### config.mk
export PLATFORM = sky130hd
export DESIGN_NAME = core_tick_irq
export DESIGN_NICKNAME = d
export VERILOG_FILES = /design/src/rtl/ciu_pkg.sv /design/src/rtl/ciu_bus_fsm.sv /design/src/rtl/ciu_timebase.sv /design/src/rtl/ciu_compare.sv /design/src/rtl/core_tick_irq.sv
export SDC_FILE = /design/constraint.sdc
export NUM_CORES = 1
export LEC_CHECK = 0
export BUFFER_PORTS_ARGS = -buffer_cell sky130_fd_sc_hd__buf_2
export CORE_ASPECT_RATIO = 0.75
export CORE_MARGIN = 5
export CORE_UTILIZATION = 45
export DETAILED_ROUTE_END_ITERATION = 16
export SYNTH_ARGS = -nofsm -noshare
export SYNTH_HDL_FRONTEND = slang
export SYNTH_HIERARCHICAL = 1
export SYNTH_SLANG_ARGS = --single-unit
### constraint.sdc
create_clock -name clk -period 5.1 [get_ports clk]
set_clock_uncertainty 0.15 [all_clocks]
set_input_delay 1.53 -clock clk [delete_from_list [all_inputs] [get_ports clk]]
set_output_delay 1.53 -clock clk [all_outputs]
set_load 0.01 [all_outputs]
### src/rtl/ciu_pkg.sv
package ciu_pkg;

    typedef enum logic [0:0] {
        BUS_IDLE = 1'b0,
        BUS_ACK  = 1'b1
    } bus_state_e;

    typedef enum logic [2:0] {
        RG_NONE,
        RG_SOFT,
        RG_CMP_LO,
        RG_CMP_HI,
        RG_TIME_LO,
        RG_TIME_HI
    } reg_sel_e;

    localparam logic [15:0] OFS_SOFT    = 16'h0000;
    localparam logic [15:0] OFS_CMP_LO  = 16'h4000;
    localparam logic [15:0] OFS_CMP_HI  = 16'h4004;
    localparam logic [15:0] OFS_TIME_LO = 16'hBFF8;
    localparam logic [15:0] OFS_TIME_HI = 16'hBFFC;

    function automatic reg_sel_e decode_offset(input logic [15:0] ofs);
        reg_sel_e r;
        case (ofs)
            OFS_SOFT:    r = RG_SOFT;
            OFS_CMP_LO:  r = RG_CMP_LO;
            OFS_CMP_HI:  r = RG_CMP_HI;
            OFS_TIME_LO: r = RG_TIME_LO;
            OFS_TIME_HI: r = RG_TIME_HI;
            default:     r = RG_NONE;
        endcase
        return r;
    endfunction

endpackage

### src/rtl/ciu_bus_fsm.sv
module ciu_bus_fsm
    import ciu_pkg::*;
#(
    parameter int unsigned AW        = 32,
    parameter int unsigned DW        = 32,
    parameter logic [31:0] BASE_ADDR = 32'h0200_0000,
    parameter int unsigned WIN_BYTES = 32'h0000_C000
) (
    input  logic          clk,
    input  logic          rst_n,
    input  logic          valid,
    input  logic          write,
    input  logic [AW-1:0] addr,
    input  logic [DW-1:0] wdata,
    output logic          claim,
    output logic          ready,
    output logic          wr_strobe,
    output reg_sel_e      req_sel,
    output logic [DW-1:0] req_wdata
);
    localparam logic [AW-1:0] WIN_FIRST = AW'(BASE_ADDR);
    localparam logic [AW-1:0] WIN_LAST  = AW'(BASE_ADDR) + AW'(WIN_BYTES) - AW'(1);

    bus_state_e state_q, state_nx;
    logic       req_we;
    logic [15:0] ofs;

    assign claim = (addr >= WIN_FIRST) && (addr <= WIN_LAST);
    assign ofs   = addr[15:0] - BASE_ADDR[15:0];

    // state register
    always_ff @(posedge clk or negedge rst_n) begin
        if (!rst_n) state_q <= BUS_IDLE;
        else        state_q <= state_nx;
    end

    always_comb begin
        state_nx = state_q;
        unique case (state_q)
            BUS_IDLE: if (valid && claim) state_nx = BUS_ACK;
            BUS_ACK:  state_nx = BUS_IDLE;
        endcase
    end

    // request latch, taken on the BUS_IDLE -> BUS_ACK transition
    always_ff @(posedge clk or negedge rst_n) begin
        if (!rst_n) begin
            req_we    <= 1'b0;
            req_sel   <= RG_NONE;
            req_wdata <= '0;
        end else if (state_q == BUS_IDLE && valid && claim) begin
            req_we    <= write;
            req_sel   <= decode_offset(ofs);
            req_wdata <= wdata;
        end
    end

    // outputs
    always_comb begin
        ready     = 1'b0;
        wr_strobe = 1'b0;
        unique case (state_q)
            BUS_IDLE: ;
            BUS_ACK: begin
                ready     = 1'b1;
                wr_strobe = req_we;
            end
        endcase
    end


    ready_pulse_chk: assert property (@(posedge clk) disable iff (!rst_n)
        ready |=> !ready);

    unclaimed_no_ready_chk: assert property (@(posedge clk) disable iff (!rst_n)
        (state_q == BUS_IDLE && !(valid && claim)) |=> !ready);

endmodule

### src/rtl/ciu_timebase.sv
module ciu_timebase #(
    parameter int unsigned HALF_W = 32
) (
    input  logic                clk,
    input  logic                rst_n,
    input  logic                wr_lo,
    input  logic                wr_hi,
    input  logic [HALF_W-1:0]   wdata,
    output logic [2*HALF_W-1:0] time_q
);
    localparam int unsigned FULL_W = 2 * HALF_W;

    logic [FULL_W-1:0] inc, time_nx;

    assign inc = time_q + FULL_W'(1);

    always_comb begin
        time_nx = inc;
        if (wr_lo) time_nx = {time_q[FULL_W-1:HALF_W], wdata};
        if (wr_hi) time_nx = {wdata, inc[HALF_W-1:0]};
    end

    always_ff @(posedge clk or negedge rst_n) begin
        if (!rst_n) time_q <= '0;
        else        time_q <= time_nx;
    end


    count_step_chk: assert property (@(posedge clk) disable iff (!rst_n)
        (!wr_lo && !wr_hi) |=> time_q == $past(time_q) + FULL_W'(1));

    lo_write_keeps_hi_chk: assert property (@(posedge clk) disable iff (!rst_n)
        wr_lo |=> time_q[FULL_W-1:HALF_W] == $past(time_q[FULL_W-1:HALF_W]));

    hi_write_lo_counts_chk: assert property (@(posedge clk) disable iff (!rst_n)
        wr_hi |=> time_q[HALF_W-1:0] == $past(time_q[HALF_W-1:0]) + HALF_W'(1));

endmodule

### src/rtl/ciu_compare.sv
module ciu_compare #(
    parameter int unsigned HALF_W = 32
) (
    input  logic                clk,
    input  logic                rst_n,
    input  logic                wr_lo,
    input  logic                wr_hi,
    input  logic [HALF_W-1:0]   wdata,
    input  logic [2*HALF_W-1:0] time_q,
    output logic [2*HALF_W-1:0] cmp_q,
    output logic                pend
);
    localparam int unsigned FULL_W = 2 * HALF_W;

    always_ff @(posedge clk or negedge rst_n) begin
        if (!rst_n) begin
            cmp_q <= '1;
        end else begin
            if (wr_lo) cmp_q[HALF_W-1:0]      <= wdata;
            if (wr_hi) cmp_q[FULL_W-1:HALF_W] <= wdata;
        end
    end

    assign pend = (time_q >= cmp_q);


    cmp_hold_chk: assert property (@(posedge clk) disable iff (!rst_n)
        (!wr_lo && !wr_hi) |=> $stable(cmp_q));

endmodule

### src/rtl/core_tick_irq.sv
module core_tick_irq
    import ciu_pkg::*;
#(
    parameter int unsigned DATA_W    = 32,
    parameter logic [31:0] BASE_ADDR = 32'h0200_0000,
    parameter int unsigned WIN_BYTES = 32'h0000_C000
) (
    input  logic              clk,
    input  logic              rst_n,
    input  logic              bus_valid,
    input  logic              bus_write,
    input  logic [31:0]       bus_addr,
    input  logic [DATA_W-1:0] bus_wdata,
    output logic              bus_claim,
    output logic              bus_ready,
    output logic [DATA_W-1:0] bus_rdata,
    output logic              irq_timer,
    output logic              irq_soft
);
    localparam int unsigned TIME_W = 2 * DATA_W;

    logic              wr_strobe;
    reg_sel_e          req_sel;
    logic [DATA_W-1:0] req_wdata;
    logic [TIME_W-1:0] time_q, cmp_q;
    logic              soft_q;
    logic              wr_soft, wr_cmp_lo, wr_cmp_hi, wr_time_lo, wr_time_hi;
    logic [DATA_W-1:0] rd_mux;

    ciu_bus_fsm #(
        .AW(32), .DW(DATA_W), .BASE_ADDR(BASE_ADDR), .WIN_BYTES(WIN_BYTES)
    ) u_port (
        .clk(clk), .rst_n(rst_n),
        .valid(bus_valid), .write(bus_write), .addr(bus_addr), .wdata(bus_wdata),
        .claim(bus_claim), .ready(bus_ready), .wr_strobe(wr_strobe),
        .req_sel(req_sel), .req_wdata(req_wdata)
    );

    assign wr_soft    = wr_strobe && (req_sel == RG_SOFT);
    assign wr_cmp_lo  = wr_strobe && (req_sel == RG_CMP_LO);
    assign wr_cmp_hi  = wr_strobe && (req_sel == RG_CMP_HI);
    assign wr_time_lo = wr_strobe && (req_sel == RG_TIME_LO);
    assign wr_time_hi = wr_strobe && (req_sel == RG_TIME_HI);

    ciu_timebase #(.HALF_W(DATA_W)) u_time (
        .clk(clk), .rst_n(rst_n),
        .wr_lo(wr_time_lo), .wr_hi(wr_time_hi), .wdata(req_wdata),
        .time_q(time_q)
    );

    ciu_compare #(.HALF_W(DATA_W)) u_cmp (
        .clk(clk), .rst_n(rst_n),
        .wr_lo(wr_cmp_lo), .wr_hi(wr_cmp_hi), .wdata(req_wdata),
        .time_q(time_q), .cmp_q(cmp_q), .pend(irq_timer)
    );

    always_ff @(posedge clk or negedge rst_n) begin
        if (!rst_n)       soft_q <= 1'b0;
        else if (wr_soft) soft_q <= req_wdata[0];
    end
    assign irq_soft = soft_q;

    always_comb begin
        case (req_sel)
            RG_SOFT:    rd_mux = DATA_W'(soft_q);
            RG_CMP_LO:  rd_mux = cmp_q[DATA_W-1:0];
            RG_CMP_HI:  rd_mux = cmp_q[TIME_W-1:DATA_W];
            RG_TIME_LO: rd_mux = time_q[DATA_W-1:0];
            RG_TIME_HI: rd_mux = time_q[TIME_W-1:DATA_W];
            default:    rd_mux = '0;
        endcase
    end
    assign bus_rdata = bus_ready ? rd_mux : '0;


    timer_level_hold_chk: assert property (@(posedge clk) disable iff (!rst_n)
        (irq_timer && !wr_cmp_lo && !wr_cmp_hi && !wr_time_lo && !wr_time_hi) |=> irq_timer);

    soft_hold_chk: assert property (@(posedge clk) disable iff (!rst_n)
        !wr_soft |=> $stable(irq_soft));

    rdata_idle_zero_chk: assert property (@(posedge clk) disable iff (!rst_n)
        !bus_ready |-> bus_rdata == '0);

endmodule

# Word-level counts from Yosys, hierarchy flattened
# Index checks and enable logic that the tools add are counted.
dict set report op_classes {
  n_addsub 1
  n_reduce_logical 10
  n_bitwise 1
  n_lt_le_gt_ge 3
  eq_ne 10
  n_mux 9
}
# operator n
set ops {}
lappend ops {{32-bit one-hot mux with 5 select lines} 1}
lappend ops {{64-bit 2-to-1 mux} 2}
lappend ops {{64-bit by 1-bit adder with 64-bit output, second input constant} 1}
lappend ops {{64-bit greater-or-equal comparator} 1}
lappend ops {{16-bit by 15-bit == test with 1-bit output, second input constant} 2}
lappend ops {{16-bit == test, second input constant} 2}
lappend ops {{32-bit by 26-bit greater-or-equal comparator with 1-bit output, second input constant} 1}
lappend ops {{32-bit by 26-bit less-or-equal comparator with 1-bit output, second input constant} 1}
lappend ops {{32-bit 2-to-1 mux} 1}
lappend ops {{16-bit zero test} 1}
lappend ops {{3-bit one-hot mux with 5 select lines} 1}
lappend ops {{1-bit logical AND} 9}
lappend ops {{3-bit by 2-bit == test with 1-bit output, second input constant} 2}
lappend ops {{3-bit == test, second input constant} 2}
lappend ops {{3-bit by 1-bit == test with 1-bit output, second input constant} 1}
lappend ops {{1-bit 2-to-1 mux} 3}
lappend ops {{2-bit inequality test, second input constant} 1}
lappend ops {{1-bit one-hot mux with 2 select lines} 1}
lappend ops {{1-bit inverter} 1}
dict set report word_totals {
  wordCells 43
  reg_bits 166
}

# Logic depth before layout (Yosys ltp)
dict set report depth {
  ltp_word 5
  ltp_mapped 12
  ltp_nobuf 8
}

# By module
# The synthesis kept the hierarchy.
# mod cells_per_inst instances area_per_inst_um2 seq_area_each_um2
set modules_own_cells {}
lappend modules_own_cells {ciu_timebase 458 1 3886.2 1601.5}
lappend modules_own_cells {ciu_compare 433 1 3878.7 1681.6}
lappend modules_own_cells {ciu_bus_fsm 104 1 1670.4 925.9}
lappend modules_own_cells {core_tick_irq 163 1 1292.5 25.0}

# Least setup slack after synthesis
# No wires, ideal clock.
dict set report synth_timing {
  path_type {reg-to-output}
  from {register u_cmp.cmp_q[62]}
  to {output irq_timer}
  n_path_buf 0
  arrival_ns 2.522
  required_ns 3.420
  path_slack_ns 0.898
  path_stages_with_launch 8
  path_cell_list {dfstp_2 -> inv_1 -> ha_1 -> nand4_1 -> or4_1 -> or3_1 -> or4_1 -> o21ai_1}
}
dict set report synth_via {
  elab_chain_cells 1
}
# item line
set synth_rtl {}
lappend synth_rtl {{from (decl)} ciu_compare.sv:10} ;# output logic [2*HALF_W-1:0] cmp_q,
lappend synth_rtl {{from (signal, indexed assignment)} ciu_compare.sv:19} ;# if (wr_lo) cmp_q[HALF_W-1:0] <= wdata;
lappend synth_rtl {{from (signal, indexed assignment)} ciu_compare.sv:20} ;# if (wr_hi) cmp_q[FULL_W-1:HALF_W] <= wdata;
lappend synth_rtl {{64-bit greater-or-equal comparator} ciu_compare.sv:24} ;# assign pend = (time_q >= cmp_q);
lappend synth_rtl {{to (decl)} core_tick_irq.sv:17} ;# output logic irq_timer,
# No other way between the ends.

# Final worst setup path
dict set report layout_timing {
  from {register u_cmp.cmp_q[61]}
  to {output irq_timer}
}
# Same word-level chain as after synthesis.

==> flow_metrics.tcl <==
set metrics [dict create \
    outcome "finished clean" \
    core_area_um2 23200 \
    nets 1366 \
    critPathRequiredTime_ps 3420 \
    dr.pass1.iters 5 \
    netlist_area_um2 10700 \
    clk_latency_ps 440 \
    min-delay-start "u_cmp/cmp_q[52]$_DFFE_PN1P_" \
    dp_slack_ps 609 \
    post_cts_resized 0 \
    root_buffer "clkbuf_16" \
    r2r_slack_ps 1190 \
    synth.most_common_cell "nand2_1" \
    syn_area_per_cell_um2 9.26 \
    p_per_area_nw_per_um2 236 \
    finalMaxSlewViolations 0 \
    synth_nets 1291 \
    max_slew_margin_pct 36.8 \
    power.leakage_nw 4.76 \
    vias 9053 \
    ant_nets 0 \
    hold_class "reg -> reg" \
    grt_max_degree 86 \
    synthTopCellsByCount "156 x nand2_1, 104 x o21ai_0, 102 x dfrtp_1, 69 x inv_1, 68 x nor2_1" \
    hpwl_mm 22.9 \
    synthArstFlopShare_pct 100 \
    routed_via_density 5.86 \
    tightestPinTransition_ps 945 \
    synth_largest_area_cell "dfrtp_1" \
    antenna_cells 0 \
    timing.final.ws_setup_ps 165 \
    die_w_um 188 \
    cts_setup_buffers 0 \
    avgRoutedWirePerCell_um 20.6 \
    fmax_mhz 203 \
    netlist_instances 1158 \
    grt_util_all_layers_pct 23.8 \
    drive_above_1_share_pct 21.3 \
    setup_violations 0 \
    worst_setup_path_end_kind "output port" \
    vdd_drop_max_mv 0.232 \
    r2r_start "u_port/req_sel[1]$_DFFE_PN0P_" \
    utilization_pct 52.2 \
    rows 48 \
    synth_cell_type_count 67 \
    crit_start "u_cmp/cmp_q[61]$_DFFE_PN1P_" \
    synth_edf_count 0 \
    start_kind "flip-flop" \
    clk_path_buf_depth 2 \
    antenna_found_initial 1 \
    grt_first_pass_wirelength_mm 50.0 \
    ys_seq_area_share_pct 39.5 \
    grt_pass1_vias 8540 \
    wl_mm 31.9 \
    die_area_um2 27100 \
    synth_top_area_share_pct 23.8 \
    clkSinkCount 166 \
    synthFlopType "dfrtp_1" \
    ys_warn_count 6 \
    cts_hold_buf 0 \
    cts-buffers-inserted 17 \
    clkTransAtPathRegs_ps 70 \
    critPathKind "reg -> out" \
    port_buffers 103 \
    post-route-min-period_ps 4940 \
    cts_max_level 4 \
    io-pin-count 104 \
    maxCapViolCount 0 \
    critPathArrivalTime_ps 3260 \
    netlist_top_cells_area "dfrtp_1 24%, dfstp_2 16%, ha_1 7.6%, mux2i_1 6.3%, nand2_1 5.5%" \
    drt_iter0_drc 871 \
    dieHeight_um 144 \
    hold_viol_final 0 \
    rsz0062_at_grt "no" \
    gp_congestion 0.900 \
    drc 0 \
    synth-seq-cells 166 \
    synthToLayoutAreaGrowth_pct 13.2 \
    fin_crit_sh_pct 96.8 \
    cts_tree "done" \
    cp_max_fo 3 \
    start_util_pct 46.2 \
    grt-ovfl-total 0 \
    fin_setup_tns_ps 0 \
]
==> worst max-delay path, cell delays in order, from the launching register on <==
cell     delay [ps]
dfstp_2         530
inv_1            50
ha_1            300
nand4_1         170
or4_1           580
or3_1           330
or4_1           520
o21ai_1         180
buf_2           160
==> area by class of cell <==
type | count | area, um2
Sequential cell | 166 | 4240
Multi-Input combinational cell | 861 | 5940
Tap cell | 300 | 375
Timing Repair Buffer | 117 | 652
Fill cell | 2135 | 11100
Inverter | 70 | 263
Clock inverter | 12 | 226
Clock buffer | 20 | 447
==> stage by stage <==
step,hold WS (ps),power [mW],instance area (um2),std cells
after floorplan,324,1.35,10700,1158
after global placement,335,1.40,11500,1514
after detailed placement,344,1.40,11500,1514
after CTS,366,2.90,12100,1546
after global routing,387,2.96,12100,1546
final,366,2.87,12100,1546
==> kinds of logic (layout without fill, tap and decap cells) <==
kind of cell / after synthesis / count (layout) / synth area share, %
buf+inv: 131 / 219 / 5.46
simple gates: 426 / 426 / 20.4
compound gates: 224 / 224 / 12.4
xor+xnor: 41 / 41 / 3.35
flops: 166 / 166 / 39.5
mux: 105 / 105 / 11.3
fa+ha+maj: 65 / 65 / 7.58
==> worst paths after layout <==
check | end | cells past startpoint
setup / recovery | irq_timer | 8
hold / removal | u_cmp/cmp_q[52]$_DFFE_PN1P_ | 2
setup reg to reg | u_time/time_q[54]$_DFFE_PN0P_ | 7
hold reg to reg | u_cmp/cmp_q[52]$_DFFE_PN1P_ | 2
max in group asynchronous | u_cmp/cmp_q[24]$_DFFE_PN1P_ | 2
min in group asynchronous | u_port/req_we$_DFFE_PN0P_ | 1
==> cell usage in the layout (no fill, tap or decap), types with 12 or more instances in the layout <==
master,n
inv_1,69
o22a_1,31
and4_1,15
nand4_1,36
mux2_4,30
nand2_1,156
or4_1,16
dfstp_2,64
mux2i_1,67
nor3_1,14
ha_1,65
nand3_1,36
nor4_1,19
nor2_1,65
dfrtp_1,101
buf_2,102
buf_4,12
o21ai_0,104
a31oi_1,15
xor2_1,14
xnor2_1,27
or3_1,16
o21ai_1,20
clkbuf_16,17
a21oi_1,28
==> registers in the layout (all words and copies together) (netlist names) <==
signal and cells:
u_port/req_we 1, u_port/req_sel 3, u_time/time_q 64, irq_soft 1
u_cmp/cmp_q 64, u_port/state_q 1, u_port/req_wdata 32
==> report_power, final <==
group / total (mW) / internal (mW) / switching [mW]
clock: 1.49 / 0.933 / 0.556
sequential: 1.32 / 1.32 / 0.000161
combinational: 0.0601 / 0.0231 / 0.0370
total: 2.87 / 2.28 / 0.593
==> routing by layer <==
layer	GRT usage, %	part of all wire [%]
met1	36.0	49
met2	34.1	41
met3	5.63	8.5
met4	5.95	1.8
met5	0	0.022
Note: power is estimated with default switching activity, not from simulation.
